<file path="src/rtl/pwr_pkg.sv">
package pwr_pkg;
  typedef enum logic [1:0] {
    MODE_RUN   = 2'd0,
    MODE_LIGHT = 2'd1,
    MODE_DEEP  = 2'd2
  } pwr_mode_e;

  localparam int BIT_LVF   = 7;
  localparam int BIT_DET   = 6;
  localparam int BIT_DEEP  = 4;
  localparam int BIT_LIGHT = 0;

  // deep sleep wins when both sleep bits are written
  function automatic pwr_mode_e entry_mode(input logic [7:0] wd);
    if (wd[BIT_DEEP])       return MODE_DEEP;
    else if (wd[BIT_LIGHT]) return MODE_LIGHT;
    else                    return MODE_RUN;
  endfunction

  function automatic logic wake_hit(input pwr_mode_e m, input logic tmr,
                                    input logic intr, input logic pinchg);
    case (m)
      MODE_LIGHT: return tmr | intr | pinchg;
      MODE_DEEP:  return intr | pinchg;
      default:    return 1'b0;
    endcase
  endfunction

  function automatic logic [7:0] pack_ctrl(input logic lvf, input logic det,
                                           input logic deep, input logic light);
    logic [7:0] r;
    r = '0;
    r[BIT_LVF]   = lvf;
    r[BIT_DET]   = det;
    r[BIT_DEEP]  = deep;
    r[BIT_LIGHT] = light;
    return r;
  endfunction
endpackage

</file>
<file path="src/rtl/pwr_sync.sv">
module pwr_sync #(
  parameter int W = 1,
  parameter logic [W-1:0] RST_VAL = '0
) (
  input  logic         clk,
  input  logic         rst_n,
  input  logic [W-1:0] d,
  output logic [W-1:0] q
);
  logic [W-1:0] meta_q;

  always_ff @(posedge clk or negedge rst_n) begin
    if (!rst_n) begin
      meta_q <= RST_VAL;
      q      <= RST_VAL;
    end else begin
      meta_q <= d;
      q      <= meta_q;
    end
  end
endmodule

</file>
<file path="src/rtl/pwr_pin_watch.sv">
module pwr_pin_watch #(
  parameter int PA_W = 8,
  parameter int PB_W = 8
) (
  input  logic            clk,
  input  logic            rst_n,
  input  logic [PA_W-1:0] pa,
  input  logic [PB_W-1:0] pb,
  input  logic            snap,
  output logic            pin_chg
);
  localparam int W = PA_W + PB_W;

  logic [W-1:0] cur;
  logic [W-1:0] ref_q;
  logic [W-1:0] diff;

  pwr_sync #(.W(W), .RST_VAL('0)) u_sync (
    .clk(clk), .rst_n(rst_n), .d({pb, pa}), .q(cur)
  );

  always_ff @(posedge clk or negedge rst_n) begin
    if (!rst_n)    ref_q <= '0;
    else if (snap) ref_q <= cur;
  end

  for (genvar i = 0; i < W; i++) begin : g_cmp
    assign diff[i] = cur[i] ^ ref_q[i];
  end

  assign pin_chg = |diff;
endmodule

</file>
<file path="src/rtl/pwr_rst_combine.sv">
module pwr_rst_combine (
  input  logic clk,
  input  logic por_n,
  input  logic rst_pin_n,
  input  logic illegal_addr,
  input  logic wdt_ovf,
  input  logic brownout,
  output logic raw_rst,
  output logic sys_rst_n
);
  logic [1:0] pin_q;
  logic [1:0] rel_q;

  always_ff @(posedge clk or negedge por_n) begin
    if (!por_n) pin_q <= 2'b00;
    else        pin_q <= {pin_q[0], rst_pin_n};
  end

  assign raw_rst = !por_n || !pin_q[1] || illegal_addr || wdt_ovf || brownout;

  always_ff @(posedge clk or posedge raw_rst) begin
    if (raw_rst) rel_q <= 2'b00;
    else         rel_q <= {rel_q[0], 1'b1};
  end

  assign sys_rst_n = rel_q[1];
endmodule

</file>
<file path="src/rtl/pwr_mode_ctrl.sv">
module pwr_mode_ctrl
  import pwr_pkg::*;
#(
  parameter int ADDR_W     = 8,
  parameter int PA_W       = 8,
  parameter int PB_W       = 8,
  parameter int SETTLE_CYC = 2
) (
  input  logic              clk,
  input  logic              por_n,
  input  logic              rst_pin_n,
  input  logic              illegal_addr,
  input  logic              wdt_ovf,
  input  logic              brownout,
  input  logic              timer_ovf,
  input  logic              ext_int_n,
  input  logic [PA_W-1:0]   port_a,
  input  logic [PB_W-1:0]   port_b,
  input  logic              lv_det_in,
  input  logic              bus_wr,
  input  logic [ADDR_W-1:0] bus_addr,
  input  logic [7:0]        bus_wdata,
  output logic [7:0]        bus_rdata,
  output logic              sys_clk_en,
  output logic              rc_clk_en,
  output logic              lv_det_en,
  output logic              sys_rst_n
);
  localparam logic [ADDR_W-1:0] CTRL_ADDR = '0;
  localparam int CNT_W = $clog2(SETTLE_CYC + 1);

  logic raw_rst;
  logic [1:0] ev_s;
  logic det_s;
  logic pin_chg;
  logic wake_evt;
  logic ctrl_wr;
  logic snap;
  logic lv_valid;

  pwr_mode_e        mode_q;
  logic             reg_halt, reg_stop, reg_det, lvflag_q;
  logic [CNT_W-1:0] settle_q;

  pwr_rst_combine u_rst (
    .clk(clk), .por_n(por_n), .rst_pin_n(rst_pin_n),
    .illegal_addr(illegal_addr), .wdt_ovf(wdt_ovf), .brownout(brownout),
    .raw_rst(raw_rst), .sys_rst_n(sys_rst_n)
  );

  // ev_s[1] is the interrupt line, idle high
  pwr_sync #(.W(2), .RST_VAL(2'b10)) u_ev (
    .clk(clk), .rst_n(sys_rst_n), .d({ext_int_n, timer_ovf}), .q(ev_s)
  );

  pwr_sync #(.W(1), .RST_VAL(1'b0)) u_det (
    .clk(clk), .rst_n(sys_rst_n), .d(lv_det_in), .q(det_s)
  );

  assign ctrl_wr = bus_wr && (bus_addr == CTRL_ADDR) && (mode_q == MODE_RUN);
  assign snap    = ctrl_wr && (entry_mode(bus_wdata) != MODE_RUN);

  pwr_pin_watch #(.PA_W(PA_W), .PB_W(PB_W)) u_pin (
    .clk(clk), .rst_n(sys_rst_n), .pa(port_a), .pb(port_b),
    .snap(snap), .pin_chg(pin_chg)
  );

  assign wake_evt = wake_hit(mode_q, ev_s[0], !ev_s[1], pin_chg);
  assign lv_valid = reg_det && (settle_q == '0);

  always_ff @(posedge clk or negedge sys_rst_n) begin
    if (!sys_rst_n) begin
      mode_q   <= MODE_RUN;
      reg_halt <= 1'b0;
      reg_stop <= 1'b0;
      reg_det  <= 1'b0;
      settle_q <= '0;
      lvflag_q <= 1'b0;
    end else begin
      lvflag_q <= lv_valid && det_s;
      if (ctrl_wr) begin
        reg_halt <= bus_wdata[BIT_LIGHT];
        reg_stop <= bus_wdata[BIT_DEEP];
        reg_det  <= bus_wdata[BIT_DET];
        mode_q   <= entry_mode(bus_wdata);
      end else if (wake_evt) begin
        mode_q   <= MODE_RUN;
        reg_halt <= 1'b0;
        if (mode_q == MODE_DEEP) reg_stop <= 1'b0;
      end
      if (ctrl_wr && bus_wdata[BIT_DET] && !reg_det) settle_q <= CNT_W'(SETTLE_CYC);
      else if (settle_q != '0)                       settle_q <= settle_q - 1'b1;
    end
  end

  assign sys_clk_en = (mode_q == MODE_RUN);
  assign rc_clk_en  = (mode_q != MODE_DEEP);
  assign lv_det_en  = reg_det;
  assign bus_rdata  = (bus_addr == CTRL_ADDR) ?
                      pack_ctrl(lvflag_q, reg_det, reg_stop, reg_halt) : 8'h00;
endmodule

</file>
<file path="config.mk">
export PLATFORM = sky130hd
export DESIGN_NAME = pwr_mode_ctrl
export DESIGN_NICKNAME = d
export VERILOG_FILES = /design/src/rtl/pwr_pkg.sv /design/src/rtl/pwr_sync.sv /design/src/rtl/pwr_pin_watch.sv /design/src/rtl/pwr_rst_combine.sv /design/src/rtl/pwr_mode_ctrl.sv
export SDC_FILE = /design/constraint.sdc
export NUM_CORES = 1
export LEC_CHECK = 0
export BUFFER_PORTS_ARGS = -buffer_cell sky130_fd_sc_hd__buf_2
export CORE_MARGIN = 2
export CORE_UTILIZATION = 53
export DETAILED_ROUTE_END_ITERATION = 16
export PLACE_DENSITY = 0.79
export SYNTH_ARGS = -nofsm -noshare
export SYNTH_HDL_FRONTEND = slang
export SYNTH_SLANG_ARGS = --single-unit
</file>
<file path="constraint.sdc">
create_clock -name clk -period 2.33 [get_ports clk]
set_input_delay 0.1165 -clock clk [delete_from_list [all_inputs] [get_ports clk]]
set_output_delay 0.1165 -clock clk [all_outputs]
set_load 0.05 [all_outputs]
</file>
==> flow_metrics.tcl <==
set metrics [dict create \
    totalPowerFinal_uw 2440 \
    number_of_buffers_inserted_during_clock_tree_synthesis 9 \
    post_synth_instance_area_um2 2500 \
    synth_cells 165 \
    power_frac_comb_pct 10.7 \
    critical_path.slowest_cell "sky130_fd_sc_hd__dfrtp_1" \
    synth_cell_types 37 \
    finalCriticalPeriod_ns 1.91 \
    floorplan.rows 24 \
    min_period_over_period_pct 81.9 \
    worst_setup_hold_path_clk_slew_ns 0.06 \
    internal_power_uw 1900 \
    cp.required_ns 2.53 \
    cts_root_buf "sky130_fd_sc_hd__clkbuf_8" \
    synth.avg_cell_area_um2 15.2 \
    max-cap-violations 0 \
    firstDrtPassIters 4 \
    setup-tns-final_ns 0 \
    grt_util_all_layers_pct 16.8 \
    gp_routability_congestion 0.770 \
    die_w_um 72.7 \
    arrival_ns 2.11 \
    run_status "finished, final reports clean" \
    crit_path_cell_trace "inv_1 -> ha_1 -> and2_1 -> nand3_4 -> nor2_8 -> mux2_2" \
    report.final.slew_viol_count 0 \
    timing.final.hold_violations 0 \
    utilization_pct 71.7 \
    cts_max_path_bufs 2 \
    antenna-diode-count 0 \
    post_place_instance_area_um2 2760 \
    max_slew_margin_pct 52.2 \
    synthesis.yosys.warnings 0 \
    vias 1473 \
    startpoint_type_of_the_worst_setup_path "flip-flop" \
    pwr-share-seq_pct 51.5 \
    yosysSeqAreaShare_pct 66.1 \
    p_per_area_nw_per_um2 765 \
    share_of_total_power_consumed_by_net_switching_pct 22.1 \
    grt_setup_unrepaired "false" \
    floorplan.die.height_um 72.7 \
    final_antenna_net_count 0 \
    io_buffer_count 44 \
    first_global_vias 1509 \
    synth-seq-cells 66 \
    worst_slew_pin_slew_ns 0.717 \
    synth-edff-count 0 \
    worst_ir_drop_vdd_v 0.000563 \
    post_drt_via_cell_ratio 4.93 \
    totalWireLength_um 3700 \
    insertion_delay_ns 0.33 \
    drive_gt1_share_pct 32.8 \
    timing_worst_setup_path_type "flip-flop to flip-flop" \
    tritoncts_num_sinks 66 \
    placeableCoreArea_um2 4440 \
    hpwl_reported_at_the_end_of_detailed_placement_um 2420 \
    post-route-drc-count 0 \
    p_leak_uw 0.00156 \
    peak_freq_mhz 524 \
    hold_path_class "primary input to flip-flop" \
    grt_antenna_before_repair 0 \
    switchingPower_uw 538 \
    fill_cells 304 \
    dp_cell_count 260 \
    layout.cells.non_filler 299 \
    finish.net_count 287 \
    drtIter0Drc 67 \
    endpoint_kind "flip-flop" \
    top_level_ports 54 \
    grt_pass1_wl_um 6440 \
    clkPwrFrac_pct 37.9 \
    final_cell_area_um2 3190 \
    flow.area_growth_from_synthesis_pct 27.3 \
    initial_utilization_pct 56.3 \
    synth_ff_type "sky130_fd_sc_hd__dfrtp_1" \
    timing.critical_path.slowest_cell_delay_ns 0.41 \
    timing.critical_path.fanout_max 16 \
    cts.htree.levels 3 \
    grt_max_degree 63 \
    grt_overflow 0 \
    finalSetupViolCount 0 \
    skew_ns 0.0120 \
    design.die.area_um2 5290 \
    clock_tree_from_tritoncts "yes" \
    rrSetupSlack_ns 0.42 \
    post_drt_wl_per_cell_um 12.4 \
    async_flop_share_pct 100 \
]
==> stage by stage <==
stage               setup slack, ns  hold WS [ns]
global route                  0.278        0.0392
CTS                           0.416        0.0271
detailed placement            0.430       -0.0891
global placement              0.434       -0.0916
floorplan                   0.00733        -0.179
finish                        0.422        0.0465
==> final timing paths <==
check                                               end  cells after the start                              start
setup / recovery             u_pin.ref_q[4]$_DFFE_PN0P_                      6              mode_q[1]$_DFFE_PN0P_
hold / removal                    lv_det_en$_DFFE_PN0P_                      2                       bus_wdata[6]
setup reg to reg             u_pin.ref_q[4]$_DFFE_PN0P_                      6              mode_q[1]$_DFFE_PN0P_
hold reg to reg            u_pin.u_sync.q[12]$_DFF_PN0_                      0  u_pin.u_sync.meta_q[12]$_DFF_PN0_
max in group asynchronous      u_rst.rel_q[1]$_DFF_PP0_                      5                              por_n
min in group asynchronous      u_rst.pin_q[0]$_DFF_PN0_                      2                              por_n
==> power by group through the flow <==
stage          sequential [uW]  combinational, uW  clock (uW)
5_1_grt                   1260                294        1000
2_1_floorplan             1290                155           0
4_1_cts                   1260                263         951
3_3_place_gp              1270                227           0
6_report                  1260                260         923
3_5_place_dp              1280                235           0
==> worst max-delay path, delay by kind of cell, from the launching register on <==
family	cells	cell delay (ns)
buffers and inverters	1	0.07
and+or+nand+nor	3	0.78
DFF	1	0.41
adders and majority gates	1	0.16
muxes	1	0.37
==> flip-flops by register name (all words and copies together), names as in the netlist <==
signal / flops
lv_det_en: 1
u_ev.meta_q: 2
reg_halt: 1
settle_q: 2
u_ev.q: 2
reg_stop: 1
u_pin.u_sync.q: 16
u_det.meta_q: 1
mode_q: 2
u_det.q: 1
u_pin.ref_q: 16
u_rst.rel_q: 2
u_rst.pin_q: 2
u_pin.u_sync.meta_q: 16
lvflag_q: 1
==> routing by layer <==
| metal | share of wire [%] | GRT usage [%] |
|---|---|---|
| met1 | 42 | 19.5 |
| met2 | 50 | 28.0 |
| met3 | 5.5 | 3.73 |
| met4 | 1.8 | 11.1 |
| met5 | 0 | 0 |
==> cell usage after synthesis (all sizes together) (3+ instances only) <==
cell type / number / area (um2)
nor4: 5 / 61.3
xor2: 16 / 140
nor2: 5 / 35.0
ha: 3 / 37.5
inv: 8 / 30.0
nor3: 4 / 25.0
a31oi: 4 / 25.0
nand2: 3 / 11.3
nand3: 4 / 32.5
mux2: 17 / 229
buf: 5 / 50.1
and3: 4 / 25.0
dfrtp: 64 / 1600
==> placed cells by master, fill, tap and decap left out, drive strengths merged <==
| cell | count |
|---|---|
| nand3 | 4 |
| and2 | 1 |
| o221ai | 1 |
| xor2 | 16 |
| conb | 5 |
| nor2 | 5 |
| o21a | 1 |
| nand2 | 3 |
| mux2 | 17 |
| o31ai | 1 |
| and3 | 4 |
| o21ai | 1 |
| buf | 45 |
| inv | 8 |
| ha | 3 |
| o2bb2ai | 1 |
| a31oi | 4 |
| nor4 | 5 |
| dfstp | 2 |
| nand2b | 2 |
| xnor2 | 1 |
| o311ai | 1 |
| a211oi | 2 |
| nor3 | 4 |
| mux2i | 1 |
| a21oi | 1 |
| or4 | 2 |
| clkinv | 1 |
| o21bai | 1 |
| dlygate4sd3 | 23 |
| nand4 | 2 |
| clkbuf | 14 |
| dfrtp | 64 |
| bufinv | 1 |
==> final cells by class <==
class                      instances  area (um2)  area share (%)
clock buffer                      14         163            5.11
clock inverter                     2        35.0            1.10
inverter                           8        30.0           0.943
multi-input combinational         89         779            24.5
sequential                        66        1660            52.0
tap                               52        65.1            2.04
timing repair buffer              68         458            14.4
==> timing repair <==
item / CTS / global route
endpoints found under the setup margin: 0 / 0
hold endpoints to repair: 24 / 0
resized for setup: 0 / 0
buffers inserted: 0 / 0
hold buffers: 23 / 0
==> cells by family after synthesis <==
family	after synthesis	synth area share [%]
buf+inv	13	3.20
mux	18	9.55
compound gates	14	3.95
simple gates	32	9.45
flops	66	66.1
other cells	2	0.300
fa+ha+maj	3	1.50
xor+xnor	17	5.95
Note: power is estimated with default switching activity, not from simulation.
